File: src/rtl/asram_pkg.sv
package asram_pkg;

  typedef enum logic [2:0] {
    ST_IDLE,
    ST_READ,
    ST_TURN,
    ST_WSET,
    ST_WPUL,
    ST_WHLD
  } seq_state_e;

  // Strobes passed from control to datapath, registered there onto the pins.
  typedef struct packed {
    logic select;
    logic readEn;
    logic writeEn;
    logic driveBus;
    logic capture;
  } strobe_t;

endpackage

File: src/rtl/asram_ctrl.sv
module asram_ctrl
  import asram_pkg::*;
#(
  parameter int ACC_CYC   = 1,
  parameter int PULSE_CYC = 1,
  parameter int SETUP_CYC = 1
) (
  input  logic    clk,
  input  logic    rstN,
  input  logic    reqValid,
  input  logic    reqWrN,
  output logic    ready,
  output logic    load,
  output strobe_t strb
);

  localparam int MAX_CYC = (ACC_CYC > PULSE_CYC) ? ACC_CYC : PULSE_CYC;
  localparam int CNT_W   = $clog2(MAX_CYC + 1);
  localparam logic [CNT_W-1:0] ACC_LOAD   = CNT_W'(ACC_CYC - 1);
  localparam logic [CNT_W-1:0] PULSE_LOAD = CNT_W'(PULSE_CYC - 1);
  localparam logic [CNT_W-1:0] SETUP_LIM  = CNT_W'(SETUP_CYC);
  localparam logic [CNT_W-1:0] CNT_ONE    = CNT_W'(1);

  if (ACC_CYC < 1 || PULSE_CYC < 1 || SETUP_CYC < 1 || SETUP_CYC > PULSE_CYC) begin : g_bad_timing
    $error("asram_ctrl: interval parameters out of range");
  end

  seq_state_e curSt, nxtSt;
  logic [CNT_W-1:0] cnt, cntNxt;
  logic lastCyc;

  assign lastCyc = (cnt == '0);

  // acceptance points
  assign ready = (curSt == ST_IDLE) || ((curSt == ST_READ) && lastCyc) || (curSt == ST_WHLD);
  assign load  = reqValid && ready;

  always_comb begin
    nxtSt  = curSt;
    cntNxt = cnt;
    unique case (curSt)
      ST_IDLE: ;
      ST_READ: begin
        if (!lastCyc) cntNxt = cnt - CNT_ONE;
        else          nxtSt  = ST_IDLE;
      end
      ST_TURN: nxtSt = ST_WSET;
      ST_WSET: begin
        nxtSt  = ST_WPUL;
        cntNxt = PULSE_LOAD;
      end
      ST_WPUL: begin
        if (!lastCyc) cntNxt = cnt - CNT_ONE;
        else          nxtSt  = ST_WHLD;
      end
      ST_WHLD: nxtSt = ST_IDLE;
      default: nxtSt = ST_IDLE;
    endcase
    if (load) begin
      if (reqWrN) begin
        nxtSt  = ST_READ;
        cntNxt = ACC_LOAD;
      end else begin
        // a write straight after a read passes through a released cycle
        nxtSt = (curSt == ST_READ) ? ST_TURN : ST_WSET;
      end
    end
  end

  always_ff @(posedge clk) begin
    if (!rstN) begin
      curSt <= ST_IDLE;
      cnt   <= '0;
    end else begin
      curSt <= nxtSt;
      cnt   <= cntNxt;
    end
  end

  always_comb begin
    strb.select   = (curSt == ST_READ) || (curSt == ST_WSET) ||
                    (curSt == ST_WPUL) || (curSt == ST_WHLD);
    strb.readEn   = (curSt == ST_READ);
    strb.writeEn  = (curSt == ST_WPUL);
    // drive only the closing SETUP_CYC cycles of the pulse plus the hold cycle
    strb.driveBus = ((curSt == ST_WPUL) && (cnt < SETUP_LIM)) || (curSt == ST_WHLD);
    strb.capture  = (curSt == ST_READ) && lastCyc;
  end

endmodule

File: src/rtl/asram_dpath.sv
module asram_dpath
  import asram_pkg::*;
#(
  parameter int ADDR_W = 16,
  parameter int DATA_W = 24
) (
  input  logic              clk,
  input  logic              rstN,
  input  logic              load,
  input  logic [ADDR_W-1:0] reqAddr,
  input  logic              reqBankCtl,
  input  logic              reqVec,
  input  logic [DATA_W-1:0] reqWdata,
  input  strobe_t           strb,
  input  logic [DATA_W-1:0] memDqIn,
  output logic [ADDR_W-1:0] memAddr,
  output logic              memSelLoN,
  output logic              memSelHi,
  output logic              memRdEnN,
  output logic              memWrEnN,
  output logic              memBankCtl,
  output logic              memVec,
  output logic [DATA_W-1:0] memDqOut,
  output logic              memDqOe,
  output logic [DATA_W-1:0] rdData,
  output logic              rdValid
);

  logic [ADDR_W-1:0] holdAddr;
  logic              holdBank;
  logic              holdVec;
  logic [DATA_W-1:0] holdData;
  logic              capQ;

  // request fields copied only at the accepting edge
  always_ff @(posedge clk) begin
    if (!rstN) begin
      holdAddr <= '0;
      holdBank <= 1'b0;
      holdVec  <= 1'b0;
      holdData <= '0;
    end else if (load) begin
      holdAddr <= reqAddr;
      holdBank <= reqBankCtl;
      holdVec  <= reqVec;
      holdData <= reqWdata;
    end
  end

  // Pin registers: address and strobes move together, one cycle behind state
  always_ff @(posedge clk) begin
    if (!rstN) begin
      memAddr    <= '0;
      memBankCtl <= 1'b0;
      memVec     <= 1'b0;
      memDqOut   <= '0;
      memSelLoN  <= 1'b1;
      memSelHi   <= 1'b0;
      memRdEnN   <= 1'b1;
      memWrEnN   <= 1'b1;
      memDqOe    <= 1'b0;
      capQ       <= 1'b0;
    end else begin
      memAddr    <= holdAddr;
      memBankCtl <= holdBank;
      memVec     <= holdVec;
      memDqOut   <= holdData;
      memSelLoN  <= ~strb.select;
      memSelHi   <= strb.select;
      memRdEnN   <= ~strb.readEn;
      memWrEnN   <= ~strb.writeEn;
      memDqOe    <= strb.driveBus;
      capQ       <= strb.capture;
    end
  end

  // sample the bus at the close of the final read cycle
  always_ff @(posedge clk) begin
    if (!rstN) begin
      rdData  <= '0;
      rdValid <= 1'b0;
    end else begin
      rdValid <= capQ;
      if (capQ) rdData <= memDqIn;
    end
  end

endmodule

File: src/rtl/asram_seq_top.sv
module asram_seq_top
  import asram_pkg::*;
#(
  parameter int ADDR_W    = 16,
  parameter int DATA_W    = 24,
  parameter int ACC_CYC   = 1,
  parameter int PULSE_CYC = 1,
  parameter int SETUP_CYC = 1
) (
  input  logic              clk,
  input  logic              rstN,
  input  logic              reqValid,
  input  logic              reqWrN,
  input  logic [ADDR_W-1:0] reqAddr,
  input  logic              reqBankCtl,
  input  logic              reqVec,
  input  logic [DATA_W-1:0] reqWdata,
  output logic              ready,
  output logic [DATA_W-1:0] rdData,
  output logic              rdValid,
  output logic [ADDR_W-1:0] memAddr,
  output logic              memSelLoN,
  output logic              memSelHi,
  output logic              memRdEnN,
  output logic              memWrEnN,
  output logic              memBankCtl,
  output logic              memVec,
  output logic [DATA_W-1:0] memDqOut,
  output logic              memDqOe,
  input  logic [DATA_W-1:0] memDqIn
);

  strobe_t strb;
  logic    load;

  asram_ctrl #(
    .ACC_CYC  (ACC_CYC),
    .PULSE_CYC(PULSE_CYC),
    .SETUP_CYC(SETUP_CYC)
  ) ctrl_i (
    .clk     (clk),
    .rstN    (rstN),
    .reqValid(reqValid),
    .reqWrN  (reqWrN),
    .ready   (ready),
    .load    (load),
    .strb    (strb)
  );

  asram_dpath #(
    .ADDR_W(ADDR_W),
    .DATA_W(DATA_W)
  ) dpath_i (
    .clk       (clk),
    .rstN      (rstN),
    .load      (load),
    .reqAddr   (reqAddr),
    .reqBankCtl(reqBankCtl),
    .reqVec    (reqVec),
    .reqWdata  (reqWdata),
    .strb      (strb),
    .memDqIn   (memDqIn),
    .memAddr   (memAddr),
    .memSelLoN (memSelLoN),
    .memSelHi  (memSelHi),
    .memRdEnN  (memRdEnN),
    .memWrEnN  (memWrEnN),
    .memBankCtl(memBankCtl),
    .memVec    (memVec),
    .memDqOut  (memDqOut),
    .memDqOe   (memDqOe),
    .rdData    (rdData),
    .rdValid   (rdValid)
  );

endmodule

File: config.mk
export PLATFORM = sky130hd
export DESIGN_NAME = asram_seq_top
export DESIGN_NICKNAME = d
export VERILOG_FILES = /design/src/rtl/asram_pkg.sv /design/src/rtl/asram_ctrl.sv /design/src/rtl/asram_dpath.sv /design/src/rtl/asram_seq_top.sv
export SDC_FILE = /design/constraint.sdc
export NUM_CORES = 1
export LEC_CHECK = 0
export BUFFER_PORTS_ARGS = -buffer_cell sky130_fd_sc_hd__buf_2
export CORE_AREA = 2 2 98 100
export DETAILED_ROUTE_END_ITERATION = 12
export DIE_AREA = 0 0 100 102
export PLACE_DENSITY = 0.78
export SLEW_MARGIN = 20
export SYNTH_ARGS = -nofsm -noshare
export SYNTH_HDL_FRONTEND = slang
export SYNTH_SLANG_ARGS = --single-unit
File: constraint.sdc
create_clock -name clk -period 2.73 [get_ports clk]
set_clock_uncertainty 0.15 [all_clocks]
set_input_delay 0.546 -clock clk [delete_from_list [all_inputs] [get_ports clk]]
set_output_delay 0.546 -clock clk [all_outputs]
set_load 0.1 [all_outputs]
---- Word-level counts from Yosys, hierarchy flattened ----
Index checks and enable logic that the tools add are counted.
cells by class
  add/sub/neg operators ................... 1
  magnitude comparators ................... 1
  equality and inequality tests ........... 8
  mux-type cells .......................... 10
  bitwise logic cells ..................... 4
  reductions and logical operators ........ 12
operators by type and width
  operator               number
  $pmux W3 S5            1
  $mux W3                4
  $eq A3 B2 Y1 const B   2
  $eq A3 B3 Y1 const B   2
  $logic_or A1 B1 Y1     6
  $ne A3 B3 Y1 const B   2
  $mux W1                4
  $not A1 Y1             4
  $eq A3 B1 Y1 const B   1
  $logic_and A1 B1 Y1    3
  $logic_not A3 Y1       1
  $reduce_and A3 Y1      1
  $ne A2 B1 Y1 const B   1
  $pmux W1 S2            1
  $reduce_or A2 Y1       1
  $lt A1 B1 Y1 const B   1
  $sub A1 B1 Y1 const B  1
storage, ports and cells
  flip-flop bits (word level) ............. 119

---- Logic depth before layout (Yosys ltp) ----
  depth after elaboration ................. 7
  gate-level depth with buffers ........... 6
  depth with buffers taken out ............ 3

---- Cells and area by module ----
A second synthesis with hierarchy kept.
second synthesis, totals
  cell total of the unflattened synthesis .. 351
  area, all modules ....................... 4,224.1 um2
modules (own cells, without submodules)
  module       times used  cells each  area an instance (um2)  sequential area each (um2)
  asram_dpath  1           316         3,915.0                 2,302.2
  asram_ctrl   1           35          309.0                   80.1

---- Worst setup path after synthesis ----
No wires, ideal clock.
  path kind ............................... register to output
  start ................................... register ctrl_i.curSt[2]
  end ..................................... output port ready
  data arrival time ....................... 1,489 ps
  setup slack ............................. 545 ps
  stages on the path, launching flop included .. 5
  buffers on the path ..................... 1
  cell sequence ........................... dfxtp_1 > buf_6 > nor2b_1 > a21oi_1 > and2_1
on the way
  longest elaborated chain between the ends .. 4
  elaborated cells between the ends (all ways) .. 6
  classes of those cells .................. eq/ne (2); reduce/logical (4)
ends and longest elaborated chain
  element                   line                 source
  start: declaration        asram_ctrl.sv:28     seq_state_e curSt, nxtSt;
  start signal: assignment  asram_ctrl.sv:75     curSt <= nxtSt;
  $eq A3 B1 Y1              asram_ctrl.sv:35     assign ready = (curSt == ST_IDLE) || ((curSt == ST_READ) && lastCyc) || (curSt == ST_WHLD);
  $logic_and A1 B1 Y1       asram_ctrl.sv:35
  $logic_or A1 B1 Y1        asram_ctrl.sv:35
  $logic_or A1 B1 Y1 *      asram_ctrl.sv:35
  end: declaration          asram_seq_top.sv:18  output logic ready,
Every way passes the cells marked *; elsewhere a longest branch is shown, timed or not.

---- Worst setup path in the final report ----
Same ends and word-level chain as after synthesis.

==> impl_metrics.yaml <==
run_status:
  status: "completed"
route:
  wl_per_cell_um: 11.9
  drt_iter0_markers: 29
  viasPerCell: 4.51
  drc: 0
  vias: 2957
  ant_nets: 0
  firstDrtPassIters: 5
  drt-total-wl_mm: 7.79
die:
  rows: 35
  die_w_um: 100
  dieArea_mm2: 0.0102
  start_util_pct: 44.3
  core_mm2: 0.00911
  die_h_um: 102
  io_pins: 143
synthesis:
  ys_seq_area_share_pct: 59.0
  synth-seq-cells: 119
  syn_nets: 461
  synth_area_mm2: 0.00404
  synth_top_cell_by_area: "dfxtp_1"
  syn_avg_cell_area_um2: 10.3
  synth_top_area_share_pct: 59.0
  ys_warn_count: 0
  synth_flop_cell: "dfxtp_1"
  synth_edf_count: 0
  synthCells: 391
  async_flop_share_pct: 0
  yosys-top-cells-area: "dfxtp_1, mux2i_1, nand2_1"
  yosysUniqueCellTypes: 24
global_routing:
  grt_pass1_wl_mm: 12.3
  overflow: 0
  antenna_found_initial: 0
  grt_max_degree: 61
  track_usage_pct: 15.4
  grt_pass1_vias: 2813
power_and_ir_drop:
  leakage_nw: 2.89
  peakVddDrop_uv: 473
  power.density_mw_per_mm2: 850
worst_setup_path:
  worstSetupPathType: "register to primary output"
  crit_path_start: "ctrl_i.curSt[2]$_SDFFE_PN0P_"
  critPathLaunchType: "register"
  worst_ep_required_time_ns: 2.03
  cp_max_fo: 9
  worstReg2RegStart: "ctrl_i.curSt[2]$_SDFFE_PN0P_"
  cp-end-kind: "primary output"
  cp.arrival_ns: 1.89
sta:
  fin_ws_ns: 0.139
  max_freq_mhz: 386
  tns_ns: 0
  fin_crit_ns: 2.59
  slew-limit-headroom_pct: 62.1
  maxSlewViolCount: 0
  finalSetupViolCount: 0
  rsz0062_at_grt: "no"
  min_period_over_period_pct: 94.9
  max_slew.worst_pin.slew_ns: 0.569
  hold_violations: 0
finish:
  finalNetCount: 604
  layout_commonest_cell: "buf_2"
  layout-drive-gt1-share_pct: 32.7
  stdcell_area_mm2: 0.00529
  syn2layout_area_growth_pct: 31.0
  layout_common_cells: "buf_2, dfxtp_1, nand2_1"
  fin_util_pct: 58.0
  insertedDiodeCount: 0
  nFillCells: 809
  instances_no_fill: 656
clocking:
  clockBufferDepth: 2
  tritoncts: "built"
  cts_setup_buffers: 0
  clock-sinks: 119
  cts_max_level: 4
  ctsHoldBuffers: 0
  path_clk_slew_ns: 0.06
  insertion_delay_ns: 0.49
  cts-root-buf: "clkbuf_8"
  numCtsBuffers: 17
  cts_resized: 0
placement:
  placedCellCount: 626
  place_area_mm2: 0.00476
  io_buffers: 142
  gp_congestion: 0.749
  dp_slack_ns: 0.645
  hpwlAfterDp_mm: 5.37
flow_run:
  drv_cap: 0
hold_path:
  hold_class: "primary input to register"
  min-delay-start: "reqAddr[12]"
-- per-layer routing --
metal	part of all wire (%)	up-vias	routed length, um	track usage [%]
met2	46	126	3570	25.9
met3	9.0	10	698	6.16
li1	-	1503	-	-
met1	44	1318	3440	17.3
met4	0.96	0	75	7.17
met5	0	-	0	0
-- critical path, cell delays in order, from the launching register on --
cell,delay [ns]
dfxtp_1,0.50
nor2b_4,0.10
a21oi_1,0.24
and2_1,0.16
buf_2,0.42
-- layout make-up --
| class | count | area [um2] | share of cell area, % |
|---|---|---|---|
| inverter | 44 | 165 | 3.12 |
| tap | 111 | 139 | 2.63 |
| sequential | 119 | 2380 | 45.1 |
| multi-input combinational | 206 | 1320 | 25.0 |
| timing repair buffer | 146 | 756 | 14.3 |
| clock buffer | 22 | 473 | 8.95 |
| clock inverter | 8 | 50.0 | 0.947 |
-- state kept, by name, summed over array words and instances (netlist names), 3 cells and up --
signal            count
ctrl_i.curSt          3
dpath_i.holdAddr     16
dpath_i.holdData     24
dpath_i.memAddr      16
dpath_i.memDqOut     24
dpath_i.rdData       24
-- through the flow --
step                total power, mW  hold slack (ns)
detailed placement             2.62            0.267
global route                   4.66            0.118
CTS                            4.54            0.114
global placement               2.61            0.262
finish                         4.49            0.138
floorplan                      2.50            0.254
-- power by group --
group,switching (mW),internal (mW),total (mW)
combinational,0.539,0.169,0.708
sequential,0.0340,1.84,1.87
clock,0.716,1.19,1.91
-- cells in the mapped netlist, types with 2 or more instances --
library cell / n
buf_2: 5
clkbuf_1: 8
buf_6: 2
dfxtp_1: 119
buf_12: 4
nor2b_1: 27
and2_1: 3
mux2i_1: 66
nand2_1: 90
buf_1: 3
a21oi_1: 6
nor2_1: 2
nand2b_1: 2
inv_1: 44
-- worst paths after layout --
check / slack (ns) / endpoint / cells after the start
worst min register to register: 0.28 / dpath_i.memBankCtl$_SDFF_PN0_ / 2
worst max register to register: 0.62 / dpath_i.holdData[15]$_SDFFE_PN0N_ / 4
worst max-delay path: 0.14 / ready / 4
worst min-delay path: 0.14 / dpath_i.holdAddr[12]$_SDFFE_PN0N_ / 3
-- logic make-up after synthesis --
kind of cell | count (synthesis) | share of synthesized area [%]
compound gates | 12 | 1.95
buf+inv | 66 | 8.28
mux | 66 | 16.4
flops | 119 | 59.0
simple gates | 128 | 14.4
Power figures use the tool's default switching activity.
